<file path="config.mk">
export PLATFORM = sky130hd
export DESIGN_NAME = rtd_fault_seq
export DESIGN_NICKNAME = d
export VERILOG_FILES = /design/src/rtl/rtd_fault_pkg.sv /design/src/rtl/rtd_cfg_reg.sv /design/src/rtl/rtd_cycle_fsm.sv /design/src/rtl/rtd_fault_stat.sv /design/src/rtl/rtd_fault_seq.sv
export SDC_FILE = /design/constraint.sdc
export NUM_CORES = 1
export LEC_CHECK = 0
export BUFFER_PORTS_ARGS = -buffer_cell sky130_fd_sc_hd__buf_2
export CAP_MARGIN = 30
export CORE_MARGIN = 2
export CORE_UTILIZATION = 50
export CTS_BUF_LIST = sky130_fd_sc_hd__clkbuf_4
export CTS_CLUSTER_SIZE = 24
export DETAILED_ROUTE_END_ITERATION = 8
export PLACE_DENSITY = 0.85
export SYNTH_ARGS = -nofsm -noshare
export SYNTH_HDL_FRONTEND = slang
export SYNTH_HIERARCHICAL = 1
export SYNTH_SLANG_ARGS = --single-unit
</file>
<file path="constraint.sdc">
create_clock -name clk -period 1.5 [get_ports clk]
set_input_delay 0.15 -clock clk [delete_from_list [all_inputs] [get_ports clk]]
set_output_delay 0.15 -clock clk [all_outputs]
set_load 0.02 [all_outputs]
</file>
<file path="src/rtl/rtd_fault_pkg.sv">
// Shared types and bit positions for the fault detection sequencer.
// Assumes configuration and status words are 8 bits wide.
package rtd_fault_pkg;

    localparam int CFG_W = 8;

    // configuration word bit positions (host-visible encoding)
    localparam int CB_BIAS    = 7;
    localparam int CB_CONV    = 6;
    localparam int CB_ONESHOT = 5;
    localparam int CB_WIRE3   = 4;
    localparam int CB_CMD_HI  = 3;
    localparam int CB_CMD_LO  = 2;
    localparam int CB_CLEAR   = 1;
    localparam int CB_NOTCH   = 0;

    // fault status bit positions
    localparam int FS_REF_HI = 5;
    localparam int FS_REF_LO = 4;
    localparam int FS_RTD_LO = 3;

    // cycle command and progress codes
    localparam logic [1:0] CODE_NONE = 2'b00;
    localparam logic [1:0] CODE_AUTO = 2'b01;
    localparam logic [1:0] CODE_MAN1 = 2'b10;
    localparam logic [1:0] CODE_MAN2 = 2'b11;

    typedef enum logic [2:0] {
        ST_IDLE,
        ST_AUTO_CLOSED,
        ST_AUTO_OPEN,
        ST_MAN1,
        ST_WAIT,
        ST_MAN2
    } cyc_state_e;

endpackage

</file>
<file path="src/rtl/rtd_cfg_reg.sv">
// Stores the persistent configuration bits (bias, conversion mode,
// three-wire, notch). Assumes cyc_start_i pulses in the same cycle as
// the write that starts a fault cycle; that write forces conversion mode off.
module rtd_cfg_reg (
    input  logic clk,
    input  logic rst_n,
    input  logic wr_en_i,
    input  logic bias_i,
    input  logic conv_i,
    input  logic wire3_i,
    input  logic notch_i,
    input  logic cyc_start_i,
    output logic bias_o,
    output logic conv_o,
    output logic wire3_o,
    output logic notch_o
);

    logic bias_q, conv_q, wire3_q, notch_q;

    // capture written bits; a cycle start overrides the conversion mode
    always_ff @(posedge clk) begin
        if (!rst_n) begin
            bias_q  <= 1'b0;
            conv_q  <= 1'b0;
            wire3_q <= 1'b0;
            notch_q <= 1'b0;
        end else if (wr_en_i) begin
            bias_q  <= bias_i;
            conv_q  <= conv_i & ~cyc_start_i;
            wire3_q <= wire3_i;
            notch_q <= notch_i;
        end
    end

    assign bias_o  = bias_q;
    assign conv_o  = conv_q;
    assign wire3_o = wire3_q;
    assign notch_o = notch_q;

    // a cycle start leaves the conversion-mode bit cleared
    assert_start_clears_conv_R10: assert property (@(posedge clk) disable iff (!rst_n)
        cyc_start_i |=> !conv_q);

endmodule

</file>
<file path="src/rtl/rtd_cycle_fsm.sv">
// Runs the timed and the two-step host-paced fault cycles, drives the
// force switch and produces one-cycle sample pulses for the status
// register. Assumes SETTLE_CYC >= 2 and comparator inputs synchronous to clk.
module rtd_cycle_fsm
    import rtd_fault_pkg::*;
#(
    parameter int SETTLE_CYC = 12500
) (
    input  logic             clk,
    input  logic             rst_n,
    input  logic             wr_en_i,
    input  logic [1:0]       cmd_i,
    input  logic             oneshot_i,
    input  logic             cmp_ref_hi_i,
    input  logic             cmp_ref_lo_i,
    input  logic             cmp_rtd_lo_i,
    output logic [1:0]       code_o,
    output logic             sw_close_o,
    output logic             cyc_start_o,
    output logic [CFG_W-1:0] set_o
);

    localparam int CNT_W = (SETTLE_CYC > 2) ? $clog2(SETTLE_CYC) : 1;
    localparam logic [CNT_W-1:0] CNT_LAST = CNT_W'(SETTLE_CYC - 1);

    cyc_state_e       state_q, state_d;
    logic [CNT_W-1:0] cnt_q, cnt_d;
    logic             cmd_ok;
    logic             last;

    assign cmd_ok      = wr_en_i & ~(oneshot_i & (|cmd_i));
    assign last        = (cnt_q == CNT_LAST);
    assign cyc_start_o = (state_q == ST_IDLE) & cmd_ok & (cmd_i != CODE_NONE);

    // next state, settle counter and comparator sample pulses
    always_comb begin
        state_d = state_q;
        cnt_d   = cnt_q;
        set_o   = '0;
        unique case (state_q)
            ST_IDLE: begin
                if (cyc_start_o) begin
                    state_d = (cmd_i == CODE_MAN1) ? ST_MAN1 : ST_AUTO_CLOSED;
                    cnt_d   = '0;
                end
            end
            ST_AUTO_CLOSED: begin
                if (last) begin
                    set_o[FS_REF_HI] = cmp_ref_hi_i;
                    state_d          = ST_AUTO_OPEN;
                    cnt_d            = '0;
                end else begin
                    cnt_d = cnt_q + 1'b1;
                end
            end
            ST_AUTO_OPEN: begin
                if (last) begin
                    set_o[FS_REF_HI] = cmp_ref_hi_i;
                    set_o[FS_REF_LO] = cmp_ref_lo_i;
                    set_o[FS_RTD_LO] = cmp_rtd_lo_i;
                    state_d          = ST_IDLE;
                    cnt_d            = '0;
                end else begin
                    cnt_d = cnt_q + 1'b1;
                end
            end
            ST_MAN1: begin
                set_o[FS_REF_HI] = cmp_ref_hi_i;
                state_d          = ST_WAIT;
            end
            ST_WAIT: begin
                if (cmd_ok && cmd_i == CODE_MAN2) state_d = ST_MAN2;
            end
            ST_MAN2: begin
                set_o[FS_REF_HI] = cmp_ref_hi_i;
                set_o[FS_REF_LO] = cmp_ref_lo_i;
                set_o[FS_RTD_LO] = cmp_rtd_lo_i;
                state_d          = ST_IDLE;
            end
            default: state_d = ST_IDLE;
        endcase
    end

    // state and counter registers
    always_ff @(posedge clk) begin
        if (!rst_n) begin
            state_q <= ST_IDLE;
            cnt_q   <= '0;
        end else begin
            state_q <= state_d;
            cnt_q   <= cnt_d;
        end
    end

    // progress code and switch enable decoded from the state
    always_comb begin
        unique case (state_q)
            ST_AUTO_CLOSED, ST_AUTO_OPEN: code_o = CODE_AUTO;
            ST_MAN1, ST_WAIT:             code_o = CODE_MAN1;
            ST_MAN2:                      code_o = CODE_MAN2;
            default:                      code_o = CODE_NONE;
        endcase
        sw_close_o = !(state_q == ST_AUTO_OPEN || state_q == ST_WAIT || state_q == ST_MAN2);
    end

    // the open, waiting step 1 holds until a valid 11 command
    assert_wait_holds_R5: assert property (@(posedge clk) disable iff (!rst_n)
        (code_o == CODE_MAN1 && !sw_close_o &&
         !(wr_en_i && !oneshot_i && cmd_i == CODE_MAN2))
        |=> (code_o == CODE_MAN1 && !sw_close_o));

    // step 2 lasts one cycle and ends idle with the switch closed
    assert_man2_ends_R6: assert property (@(posedge clk) disable iff (!rst_n)
        (code_o == CODE_MAN2) |=> (code_o == CODE_NONE && sw_close_o));

    // a one-shot combined with a cycle command starts nothing
    assert_conflict_ignored_R8: assert property (@(posedge clk) disable iff (!rst_n)
        (code_o == CODE_NONE && wr_en_i && oneshot_i && (|cmd_i))
        |=> (code_o == CODE_NONE));

    // settle counter never passes its limit
    assert_cnt_bound_R3: assert property (@(posedge clk) disable iff (!rst_n)
        cnt_q <= CNT_LAST);

endmodule

</file>
<file path="src/rtl/rtd_fault_stat.sv">
// Sticky fault status register. Sample pulses set bits; a clear request
// empties it, with a same-edge sample still winning. Assumes set_i only
// carries bits the sequencer can raise.
module rtd_fault_stat
    import rtd_fault_pkg::*;
(
    input  logic             clk,
    input  logic             rst_n,
    input  logic [CFG_W-1:0] set_i,
    input  logic             clr_i,
    output logic [CFG_W-1:0] stat_o
);

    logic [CFG_W-1:0] stat_q;

    // accumulate samples; clear first, then merge new samples
    always_ff @(posedge clk) begin
        if (!rst_n) stat_q <= '0;
        else        stat_q <= (clr_i ? '0 : stat_q) | set_i;
    end

    assign stat_o = stat_q;

    // no bit falls without a clear
    assert_sticky_R12: assert property (@(posedge clk) disable iff (!rst_n)
        !clr_i |=> ((stat_q & $past(stat_q)) == $past(stat_q)));

    // a clear with no concurrent sample empties the register
    assert_clear_empties_R11: assert property (@(posedge clk) disable iff (!rst_n)
        (clr_i && set_i == '0) |=> (stat_q == '0));

endmodule

</file>
<file path="src/rtl/rtd_fault_seq.sv">
// Top of the fault detection sequencer: decodes configuration writes,
// joins the stored bits with the live cycle code for readback and
// exposes the sticky status. Assumes one write per cycle.
module rtd_fault_seq
    import rtd_fault_pkg::*;
#(
    parameter int SETTLE_CYC = 12500
) (
    input  logic             clk,
    input  logic             rst_n,
    input  logic             wr_en,
    input  logic [CFG_W-1:0] wr_data,
    input  logic             cmp_ref_hi,
    input  logic             cmp_ref_lo,
    input  logic             cmp_rtd_lo,
    output logic [CFG_W-1:0] cfg_rdata,
    output logic [CFG_W-1:0] fault_rdata,
    output logic             fault_any,
    output logic             fneg_sw_close
);

    logic [1:0]       code;
    logic             cyc_start;
    logic [CFG_W-1:0] set_bits;
    logic             bias, conv, wire3, notch;
    logic             clr_req;

    assign clr_req = wr_en & wr_data[CB_CLEAR] & ~wr_data[CB_ONESHOT]
                   & ~wr_data[CB_CMD_HI] & ~wr_data[CB_CMD_LO];

    rtd_cycle_fsm #(.SETTLE_CYC(SETTLE_CYC)) fsm_i (
        .clk          (clk),
        .rst_n        (rst_n),
        .wr_en_i      (wr_en),
        .cmd_i        (wr_data[CB_CMD_HI:CB_CMD_LO]),
        .oneshot_i    (wr_data[CB_ONESHOT]),
        .cmp_ref_hi_i (cmp_ref_hi),
        .cmp_ref_lo_i (cmp_ref_lo),
        .cmp_rtd_lo_i (cmp_rtd_lo),
        .code_o       (code),
        .sw_close_o   (fneg_sw_close),
        .cyc_start_o  (cyc_start),
        .set_o        (set_bits)
    );

    rtd_cfg_reg cfg_i (
        .clk         (clk),
        .rst_n       (rst_n),
        .wr_en_i     (wr_en),
        .bias_i      (wr_data[CB_BIAS]),
        .conv_i      (wr_data[CB_CONV]),
        .wire3_i     (wr_data[CB_WIRE3]),
        .notch_i     (wr_data[CB_NOTCH]),
        .cyc_start_i (cyc_start),
        .bias_o      (bias),
        .conv_o      (conv),
        .wire3_o     (wire3),
        .notch_o     (notch)
    );

    rtd_fault_stat stat_i (
        .clk    (clk),
        .rst_n  (rst_n),
        .set_i  (set_bits),
        .clr_i  (clr_req),
        .stat_o (fault_rdata)
    );

    // readback: stored bits, self-clearing bits as 0, live cycle code
    always_comb begin
        cfg_rdata                        = '0;
        cfg_rdata[CB_BIAS]               = bias;
        cfg_rdata[CB_CONV]               = conv;
        cfg_rdata[CB_WIRE3]              = wire3;
        cfg_rdata[CB_CMD_HI:CB_CMD_LO]   = code;
        cfg_rdata[CB_NOTCH]              = notch;
    end

    assign fault_any = |fault_rdata;

endmodule

</file>
==> reports/summary.txt <==
Reg2Reg Depth - 5
Synth Register Bits - 29
total CTS buffers - 5
Port Buf Inserts - 29
Setup Viol. Count Final - 2
Netlist Area Pre-Place - 0.00169 sq mm
Crit Path Class - flip-flop to flip-flop
post-DR vias/cell - 5.81
Worst Setup Start Kind - flip-flop
GP Congestion - 0.874
library cells used by synthesis - 48
worst vdd ir - 400 uV
initial antenna violation count - 0
Hold WC Path Type - primary input to flip-flop
Final Hold Viols - 0
fill cell count - 252
Power per Cell Area - 692 mW/mm^2
worst r2r src - fsm_i/cnt_q[5]
Multi-input gate area - 0.00108 sq mm
HPWL Detailed - 2890 um
global-route wire length before repair - 7350 um
Worst Skew - 0.0105 ns
failing checks - setup timing
Crit. Startpoint - fsm_i/cnt_q[5]
DR iter-0 viols - 148
CTS tree - yes
RR Endpoint - fsm_i/cnt_q[6]
H-tree depth - 2
period utilization - 102%
Post-Place Setup Slack - -0.170 ns
pin count of the biggest net entering global routing - 16
Fin Hold WS - 0.0659 ns
Reg area - 591 sq um
Hold Crit Start - wr_data[4]
FMAX - 0.655 GHz
Hold Path Depth - 3
Critical Path AT - 1.80 ns
Synth area leader - dfxtp_1
total die area - 0.00386 sq mm
vias post-DR - 1,756
number of global-route vias before repair - 1,587
dpl cell area - 0.00199 sq mm
Layout Nets - 270
initial core utilization - 51.4%
Core Util, Final - 67.4%
post-synthesis sequential area ratio - 34.4%
area grow syn2layout - 31.1%
internal power - 1070 uW
status - finished, violations left
die height - 62.1 um
grt total ovfl - 0
Syn Area/Cell - 8.28 sq um
critical-path maximum fanout - 7
worst hold path endpoint - cfg_i/wire3_o
commonest register cell after synthesis - dfxtp_1
Mapped Cells - 204
clk_lat worst skew - 0.34 ns
WL/cell - 15.4 um
Synth area leaders - dfxtp_1, buf_4, o21a_1
Rows - 21
Yosys warning count - 6
max_cap viols - 0
DRT Wirelength - 4650 um
Die Wd - 62.1 um
Longest Clk Path Bufs - 2
gr usage total - 23.3%
I/O pin cnt - 32
Worst EP required - 1.77 ns
setup ws final - -0.0263 ns
DR pass1 iterations - 4
Reg power frac - 52.9%
Final min period - 1.53 ns
crit end category - flip-flop
Finished Cell Area - 0.00221 sq mm
CTS root buf - clkbuf_4
layout cells sized above 1 - 35.9%
Comb power frac - 17.0%
RSZ-0062 raised after global routing - yes
asr flop ratio synth - 0%
fin. max-slew vios - 0
R2R Setup Slk - -0.03 ns
diode count - 0
Net Sw Power - 463 uW
DRT antenna net count - 0
DR DRC count - 0
Leak - 0.000896 uW
Clock Sinks - 29
Sw Ratio - 30.2%
Yosys top cell area share - 34.4%
Post-synth EDFFs - 0
core area - 0.00328 sq mm
Clk pwr share - 30.1%
Clock Pin Slew Worst Setup and Hold Paths - 0.10 ns
## power groups by stage
stage | Sequential, uW | Clock, uW | Combinational (uW)
after floorplan | 838 | 0 | 146
after global placement | 824 | 0 | 227
after detailed placement | 825 | 0 | 233
after CTS | 808 | 469 | 241
after global routing | 813 | 501 | 283
final | 811 | 461 | 261
## critical path, stage by stage (launching register included)
cell and delay (ns):
dfxtp_1 0.38, buf_4 0.17, nand2_1 0.09, or2_0 0.25
or4_1 0.43, a31oi_1 0.14
## kinds of logic (layout without fill, tap and decap cells)
group | Yosys count | count (layout) | share of synthesized area (%)
AND/OR/NAND/NOR | 93 | 93 | 33.5
AO/OA/AOI/OAI | 46 | 46 | 18.1
flip-flops | 29 | 29 | 34.4
buffers and inverters | 27 | 74 | 9.41
multiplexers | 4 | 4 | 2.44
other | 2 | 7 | 0.445
XOR/XNOR | 2 | 2 | 1.04
adder cells (fa/ha/maj) | 1 | 1 | 0.741
## cells in the final DEF (no fill, tap or decap), types with 5 or more instances in the layout
master / instances
nor2_1: 6
nand2_1: 14
o21ai_0: 6
buf_4: 24
nand3_1: 9
conb_1: 7
nor3_1: 5
nand4_1: 11
clkbuf_4: 5
dfxtp_2: 8
o21a_1: 11
buf_2: 27
a21oi_1: 5
inv_1: 6
dfxtp_1: 21
and2_1: 5
nor2b_1: 11
buf_6: 9
a31oi_1: 10
## worst max-delay path by stage
stage / depth (start not counted) / endpoint
after floorplan: 7 / stat_i/stat_o[5]
after global placement: 4 / fsm_i/cnt_q[11]
after detailed placement: 5 / fsm_i/cnt_q[0]
after CTS: 5 / fneg_sw_close
after global routing: 5 / fsm_i/cnt_q[6]
final: 5 / fsm_i/cnt_q[6]
## cell type report
cell class	count	area share [%]
clock inverters	3	0.565
flip-flops and latches	29	26.7
inverters	6	1.02
multi-input cells	153	48.6
clock buffers	5	1.69
repair buffers	60	18.8
well taps	46	2.60
## stage by stage
step | instances | setup TNS (ns) | total power (uW)
3_5_place_dp | 290 | -1.22 | 1060
3_3_place_gp | 289 | -1.55 | 1050
5_1_grt | 302 | -0.339 | 1600
2_1_floorplan | 209 | 0 | 984
4_1_cts | 299 | -0.0406 | 1520
6_report | 302 | -0.0463 | 1530
## cells in the mapped netlist (2+ instances only)
library cell and number:
dfxtp_1 29, nand2_1 14, buf_4 12, nor2b_1 12, nand4_1 11, o21a_1 11
a31oi_1 10, nand3_1 9, nor2_1 9, a21oi_1 6, inv_1 6, o21ai_0 6
and2_1 5, nor3_1 5, nor4_1 5, and3_1 3, buf_2 3, clkbuf_1 3
mux2i_1 3, nand4b_1 3, o211ai_1 3, or4_1 3, a21o_1 2, and4_1 2
conb_1 2, nand2b_1 2, nand3b_1 2, o31ai_1 2, xnor2_1 2
## routing by layer
| metal | vias to the layer above | wire [um] | GRT usage (%) |
|---|---|---|---|
| li1 | 840 | - | - |
| met1 | 842 | 1960 | 29.2 |
| met2 | 64 | 2300 | 38.6 |
| met3 | 10 | 289 | 5.25 |
| met4 | 0 | 91 | 9.72 |
| met5 | - | 0 | 0 |
## registers in the layout, indices dropped and copies added (netlist names)
name	flops
cfg_i/notch_o	1
fsm_i/state_q	3
stat_i/stat_o	8
cfg_i/bias_o	1
cfg_i/wire3_o	1
fsm_i/cnt_q	14
cfg_i/conv_o	1
## timing repair
item	4_1_cts	5_1_grt
resized for setup	20	19
pin swaps	2	5
buffers inserted	3	3
hold buffers	0	0
endpoints found under the setup margin	16	18
(Power assumes the default switching activity.)
